===== config.mk =====
export PLATFORM = sky130hd
export DESIGN_NAME = flash_pe_timer
export DESIGN_NICKNAME = d
export VERILOG_FILES = /design/src/rtl/flash_pe_timer.sv
export SDC_FILE = /design/constraint.sdc
export NUM_CORES = 1
export LEC_CHECK = 0
export BUFFER_PORTS_ARGS = -buffer_cell sky130_fd_sc_hd__buf_2
export CAP_MARGIN = 0
export CORE_MARGIN = 3
export CORE_UTILIZATION = 60
export CTS_CLUSTER_DIAMETER = 150
export DETAILED_ROUTE_END_ITERATION = 7
export PLACE_DENSITY = 0.79
export SLEW_MARGIN = 30
export SYNTH_ARGS = -nofsm -noshare
export SYNTH_HDL_FRONTEND = slang
export SYNTH_SLANG_ARGS = --single-unit

===== constraint.sdc =====
create_clock -name clk -period 4.4 [get_ports clk]
set_input_delay 0.22 -clock clk [delete_from_list [all_inputs] [get_ports clk]]
set_output_delay 0.22 -clock clk [all_outputs]
set_load 0.01 [all_outputs]

===== src/rtl/flash_pe_timer.sv =====
module flash_pe_timer #(
  parameter int TB_W         = 16,
  parameter int DIV_W        = 3,
  parameter int OPC_W        = 16,
  parameter int BYTE_TICKS   = 6,
  parameter int SECTOR_TICKS = 2000,
  parameter int MASS_TICKS   = 40000,
  parameter int RD_WAIT      = 2,
  parameter int TB_RESET     = 199
) (
  input  logic             clk,
  input  logic             rst_n,
  input  logic             cfg_we,
  input  logic [1:0]       cfg_sel,
  input  logic [TB_W-1:0]  cfg_wdata,
  input  logic [DIV_W-1:0] clk_div,
  input  logic             subclk_sel,
  input  logic             bus_req,
  input  logic             bus_wr,
  output logic             bus_ready,
  output logic             busy,
  output logic             done
);
  localparam int WS_W = (RD_WAIT < 1) ? 1 : $clog2(RD_WAIT + 1);
  localparam logic [1:0] SEL_TB  = 2'd0;
  localparam logic [1:0] SEL_CMD = 2'd1;
  localparam logic [1:0] SEL_WE  = 2'd2;

  logic [TB_W-1:0]  tb_q;
  logic [TB_W-1:0]  pre_q;
  logic [TB_W-1:0]  reload;
  logic [TB_W:0]    tb_plus;
  logic [TB_W:0]    scaled;
  logic [OPC_W-1:0] ops_q;
  logic [OPC_W-1:0] op_len;
  logic [WS_W-1:0]  ws_q;
  logic             we_q;
  logic             busy_q;
  logic             done_q;
  logic             tick;
  logic             start_ok;
  logic             rd_waiting;

  assign tb_plus = {1'b0, tb_q} + 1'b1;
  assign scaled  = tb_plus >> clk_div;
  assign reload  = (scaled == '0) ? '0 : TB_W'(scaled - 1'b1);

  always_comb begin
    case (cfg_wdata[1:0])
      2'd1:    op_len = OPC_W'(BYTE_TICKS);
      2'd2:    op_len = OPC_W'(SECTOR_TICKS);
      2'd3:    op_len = OPC_W'(MASS_TICKS);
      default: op_len = '0;
    endcase
  end

  assign start_ok = cfg_we && (cfg_sel == SEL_CMD) && (cfg_wdata[1:0] != 2'd0)
                    && !busy_q && !subclk_sel;
  assign tick     = busy_q && (pre_q == '0);

  always_ff @(posedge clk) begin
    if (!rst_n) begin
      tb_q <= TB_W'(TB_RESET);
      we_q <= 1'b0;
    end else if (cfg_we) begin
      if (cfg_sel == SEL_TB && clk_div == '0) tb_q <= cfg_wdata;
      if (cfg_sel == SEL_WE) we_q <= cfg_wdata[0];
    end
  end

  always_ff @(posedge clk) begin
    if (!rst_n) begin
      busy_q <= 1'b0;
      done_q <= 1'b0;
      pre_q  <= '0;
      ops_q  <= '0;
    end else begin
      done_q <= 1'b0;
      if (start_ok) begin
        busy_q <= 1'b1;
        pre_q  <= reload;
        ops_q  <= op_len;
      end else if (busy_q) begin
        pre_q <= tick ? reload : pre_q - 1'b1;
        if (tick) begin
          if (ops_q <= OPC_W'(1)) begin
            busy_q <= 1'b0;
            done_q <= 1'b1;
            ops_q  <= '0;
          end else begin
            ops_q <= ops_q - 1'b1;
          end
        end
      end
    end
  end

  assign rd_waiting = bus_req && !bus_wr && we_q && !busy_q;

  always_ff @(posedge clk) begin
    if (!rst_n)                                  ws_q <= '0;
    else if (!rd_waiting)                        ws_q <= '0;
    else if (ws_q == WS_W'(RD_WAIT))             ws_q <= '0;
    else                                         ws_q <= ws_q + 1'b1;
  end

  assign bus_ready = !busy_q && (bus_wr || !we_q || ws_q == WS_W'(RD_WAIT));
  assign busy      = busy_q;
  assign done      = done_q;
endmodule


==> reports/results.md <==
| Stage | Result | Value |
| --- | --- | --- |
| clock network | Clock-pin slew on the worst setup and hold paths | 100 ps |
| clock network | CTS tree | done |
| clock network | Max Buffers Root-to-Sink | 2 |
| layout | Count of fill cells added during filler insertion | 606 |
| yosys | Flop and latch count out of synthesis | 53 |
| global route | Number of antenna violations at the first check in global routing | 0 |
| layout | Fraction of final layout cells with drive strength greater than 1 | 0.121 |
| yosys | Number of instances in the synthesized netlist | 601 |
| worst setup path | Startpoint of the lowest-slack register-to-register path | tb_q[0]$_SDFFE_PN1P_ |
| yosys | Share of cell area taken by muxes after synthesis | 0.0339 |
| global route | Via count of the first global-routing pass | 4,145 |
| global route | Total routing resource utilization after global routing | 0.270 |
| layout | Diode count | 0 |
| place | DP HPWL | 8330 microns |
| drt | Antenna-violating nets left | 0 |
| drt | Total length of routed wires | 11,500 microns |
| clock network | H-tree lvl count | 2 |
| worst setup path | Crit. path cell count | 11 |
| drt | Remaining routing DRC violations | 0 |
| yosys | Adder-cell share of the synthesized area | 0.0171 |
| yosys | Post-synthesis xor/xnor area fraction | 0.0438 |
| clock network | Clock Latency Late Sink | 310 ps |
| clock network | Root buffer cell | sky130_fd_sc_hd__clkbuf_8 |
| worst setup path | CP Capture Type | register |
| sta | Final-layout setup total negative slack | 0 ps |
| clock network | CTS sink count | 53 |
| worst setup path | Largest fanout on the critical path | 13 |
| yosys | Post-synthesis cell area | 0.00440 sq mm |
| sta | Worst Slack Setup Final | 499 ps |
| worst setup path | Family with the most delay on the worst path | compound AO/OA/AOI/OAI gates |
| clock network | Buffer count from post-CTS setup fixing | 0 |
| sta | Tcrit/Tclk final | 0.887 |
| run status | Run status | completed |
| job | Max-cap violations | 0 |
| clock network | TritonCTS Buffers | 5 |
| layout | Nets@finish | 637 |
| layout | Layout overhead on the synthesized area | 5.69% |
| sta | Max-slew violations | 0 |
| floorplan | Starting density of the core | 0.633 |
| worst setup path | Slack of the worst reg-to-reg path | 500 ps |
| sta | Final critical-path required period | 3900 ps |
| worst setup path | Slowest cell on crit path | sky130_fd_sc_hd__a222oi_1 |
| sta | Highest clock frequency the design can meet | 256 MHz |
| clock network | Count of cells resized by post-cts repair | 0 |
| layout | Non-filler cells in the finished layout | 701 |
| power and ir drop | Worst supply voltage drop on vdd | 0.000146 V |
| worst setup path | Depth of the worst register-to-register path | 11 |
| floorplan | Overall die height | 91.6 microns |
| worst setup path | Type of element launching the critical path | register |
| power and ir drop | Power Density | 244 mW/mm^2 |
| yosys | Number of enable flip-flop cells after synthesis | 0 |
| floorplan | Rows | 30 |
| drt | Pre-antenna DRT Iters | 6 |
| place | Number of buffer cells added on primary ports | 29 |
| worst setup path | Setup Crit Path Kind | reg -> reg |
| drt | Iter 0 DRT Violations | 426 |
| place | Post-Place Worst Slack | 584 ps |
| drt | Total via count in the routed design | 4,623 |
| global route | Wire length of the first global-routing pass | 19,400 microns |
| yosys | Predominant post-synthesis flop cell | sky130_fd_sc_hd__dfxtp_1 |
| yosys | Area share of and/or/nand/nor cells after synthesis | 0.308 |
| sta | Unrepaired setup endpoints after global routing | false |
| place | Weighted congestion at the end of routability-driven global placement | 0.961 |
| yosys | Share of the synthesized area in compound gates (AO/OA/AOI/OAI) | 0.304 |
| yosys | Fraction of the yosys area taken by sequential cells | 0.241 |
| global route | Pin count of the biggest net entering global routing | 53 |
| worst setup path | Terminus of the critical flop-to-flop path | pre_q[3]$_SDFFE_PN0P_ |
| floorplan | I/O Pins | 30 |
| yosys | Main combinational cell family by area after synthesis | simple AND/OR/NAND/NOR gates |
| place | Placed insts | 693 |
| floorplan | Die outline width | 91.6 microns |
| power and ir drop | Leakage dissipation | 1.76 nW |
| yosys | Fraction of registers with async set/reset | 0 |
| global route | Grt ovf | 0 |
| sta | Measured slew at the worst slew-check pin | 911 ps |
| worst setup path | Worst setup endpoint | pre_q[3]$_SDFFE_PN0P_ |
| drt | Post-detailed-route via-to-cell ratio | 6.59 |
| yosys | Yosys warnings | 0 |
| floorplan | Area enclosed by the die boundary | 0.00839 sq mm |
| worst setup path | CP arrival | 4100 ps |
| clock network | Hold buffers post-CTS | 0 |
| sta | Worst slew margin | 0.387 |
| sta | Final setup violation count | 0 |
| drt | Routed length per placed instance | 16.4 microns |
| yosys | Distinct cell type count after synthesis | 72 |
| worst setup path | First element of the critical path | tb_q[0]$_SDFFE_PN1P_ |
| worst setup path | Data required time of the worst path | 4600 ps |
| yosys | Average cell area after synthesis | 7.32 sq um |
| worst setup path | Bufs and invs on worst path | 0 |
| yosys | Number of nets produced by synthesis | 634 |
| worst setup path | CP Cell Sequence | ha_1, nand3_1, a211oi_1, a211oi_1, a222oi_1, and2_1, nand3_1, a2111oi_4, a21oi_1, a221oi_1, nor2_1 |
| worst hold path | Path type of the worst min-delay path | in -> reg |
| sta | Worst clock skew | 13.7 ps |
| worst setup path | CP max stage delay | 630 ps |
| worst hold path | Cell depth of the worst hold path | 3 |
| sta | Number of endpoints with negative hold slack in the final report | 0 |
| floorplan | CORE AREA | 0.00694 sq mm |
[power breakdown]
| group | total, W | internal [W] | switching [W] |
|---|---|---|---|
| sequential | 0.000513 | 0.000495 | 0.0000178 |
| clock | 0.000284 | 0.000114 | 0.000169 |
| combinational | 0.000339 | 0.000131 | 0.000208 |
[Yosys cell counts, types with 13 or more instances]
cell type	number	area (sq um)
sky130_fd_sc_hd__xnor2_1	16	140
sky130_fd_sc_hd__o21ai_0	40	200
sky130_fd_sc_hd__nand4_1	14	87.6
sky130_fd_sc_hd__a21boi_0	24	180
sky130_fd_sc_hd__a21oi_1	34	170
sky130_fd_sc_hd__nor3_1	23	115
sky130_fd_sc_hd__nand3_1	29	145
sky130_fd_sc_hd__dfxtp_1	53	1060
sky130_fd_sc_hd__nor2_1	46	173
sky130_fd_sc_hd__inv_1	13	48.8
sky130_fd_sc_hd__clkbuf_1	31	116
sky130_fd_sc_hd__nand2_1	71	267
[placed cells by master, fill, tap and decap left out, types with 6 or more instances in the layout]
cell and count:
sky130_fd_sc_hd__nand2_1 71, sky130_fd_sc_hd__dfxtp_1 53, sky130_fd_sc_hd__nor2_1 46, sky130_fd_sc_hd__o21ai_0 40, sky130_fd_sc_hd__a21oi_1 34, sky130_fd_sc_hd__nand3_1 29, sky130_fd_sc_hd__buf_2 29, sky130_fd_sc_hd__a21boi_0 24
sky130_fd_sc_hd__nor3_1 23, sky130_fd_sc_hd__xnor2_1 16, sky130_fd_sc_hd__nand4_1 14, sky130_fd_sc_hd__inv_1 13, sky130_fd_sc_hd__and2_1 12, sky130_fd_sc_hd__nor4_1 11, sky130_fd_sc_hd__nor2b_1 10, sky130_fd_sc_hd__a211oi_1 10
sky130_fd_sc_hd__o211ai_1 9, sky130_fd_sc_hd__buf_4 9, sky130_fd_sc_hd__a31oi_1 8, sky130_fd_sc_hd__nand2b_1 7, sky130_fd_sc_hd__mux2i_1 7, sky130_fd_sc_hd__o211a_1 6, sky130_fd_sc_hd__xor2_1 6, sky130_fd_sc_hd__ha_1 6
[flip-flops by register name, indices dropped and copies added, names as in the netlist]
name / flops
ws_q: 2
done: 1
tb_q: 16
we_q: 1
pre_q: 16
busy: 1
ops_q: 16
[how the worst min path moves through the flow]
| stage | startpoint | end | slack (ps) |
|---|---|---|---|
| after detailed placement | ws_q[0]$_SDFF_PP0_ | ws_q[0]$_SDFF_PP0_ | 420 |
| after global placement | ws_q[0]$_SDFF_PP0_ | ws_q[0]$_SDFF_PP0_ | 400 |
| after floorplan | cfg_wdata[7] | tb_q[7]$_SDFFE_PN1P_ | 340 |
| after global routing | cfg_wdata[2] | tb_q[2]$_SDFFE_PN1P_ | 140 |
| final | cfg_wdata[2] | tb_q[2]$_SDFFE_PN1P_ | 120 |
| after CTS | cfg_wdata[7] | tb_q[7]$_SDFFE_PN1P_ | 120 |
[layer usage]
layer | vias up | global-route usage | routed length [microns]
met5 | - | 0 | 0
met2 | 180 | 0.432 | 5350
met1 | 2180 | 0.386 | 5230
met3 | 28 | 0.0271 | 693
li1 | 2235 | - | -
met4 | 0 | 0.0766 | 254
[area by class of cell]
class                      instances  area (sq um)  area share
multi-input combinational        491          3110       0.669
sequential                        53          1060       0.228
timing repair buffer              38           213      0.0458
tap                               96           120      0.0258
clock buffer                       6          72.6      0.0156
inverter                          15          56.3      0.0121
clock inverter                     2          13.8     0.00296
[worst register-to-register path, stage by stage (launching register included)]
cell	delay, ps
sky130_fd_sc_hd__dfxtp_1	590
sky130_fd_sc_hd__ha_1	430
sky130_fd_sc_hd__nand3_1	120
sky130_fd_sc_hd__a211oi_1	260
sky130_fd_sc_hd__a211oi_1	110
sky130_fd_sc_hd__a222oi_1	630
sky130_fd_sc_hd__and2_1	280
sky130_fd_sc_hd__nand3_1	220
sky130_fd_sc_hd__a2111oi_4	470
sky130_fd_sc_hd__a21oi_1	240
sky130_fd_sc_hd__a221oi_1	350
sky130_fd_sc_hd__nor2_1	90
[stage by stage]
step	area [sq um]	power, W	util	hold slack, ps
floorplan	4400	0.000775	-	344
global placement	4560	0.000843	0.656	403
detailed placement	4560	0.000854	0.656	415
CTS	4640	0.00113	0.668	118
global route	4650	0.00120	0.669	140
finish	4650	0.00114	0.669	116
[cell families after synthesis]
kind of cell | after synthesis
flops | 53
compound gates | 188
xor+xnor | 22
buf+inv | 57
simple gates | 262
mux | 13
fa+ha+maj | 6
No activity file was read; power rests on OpenSTA's default activity.
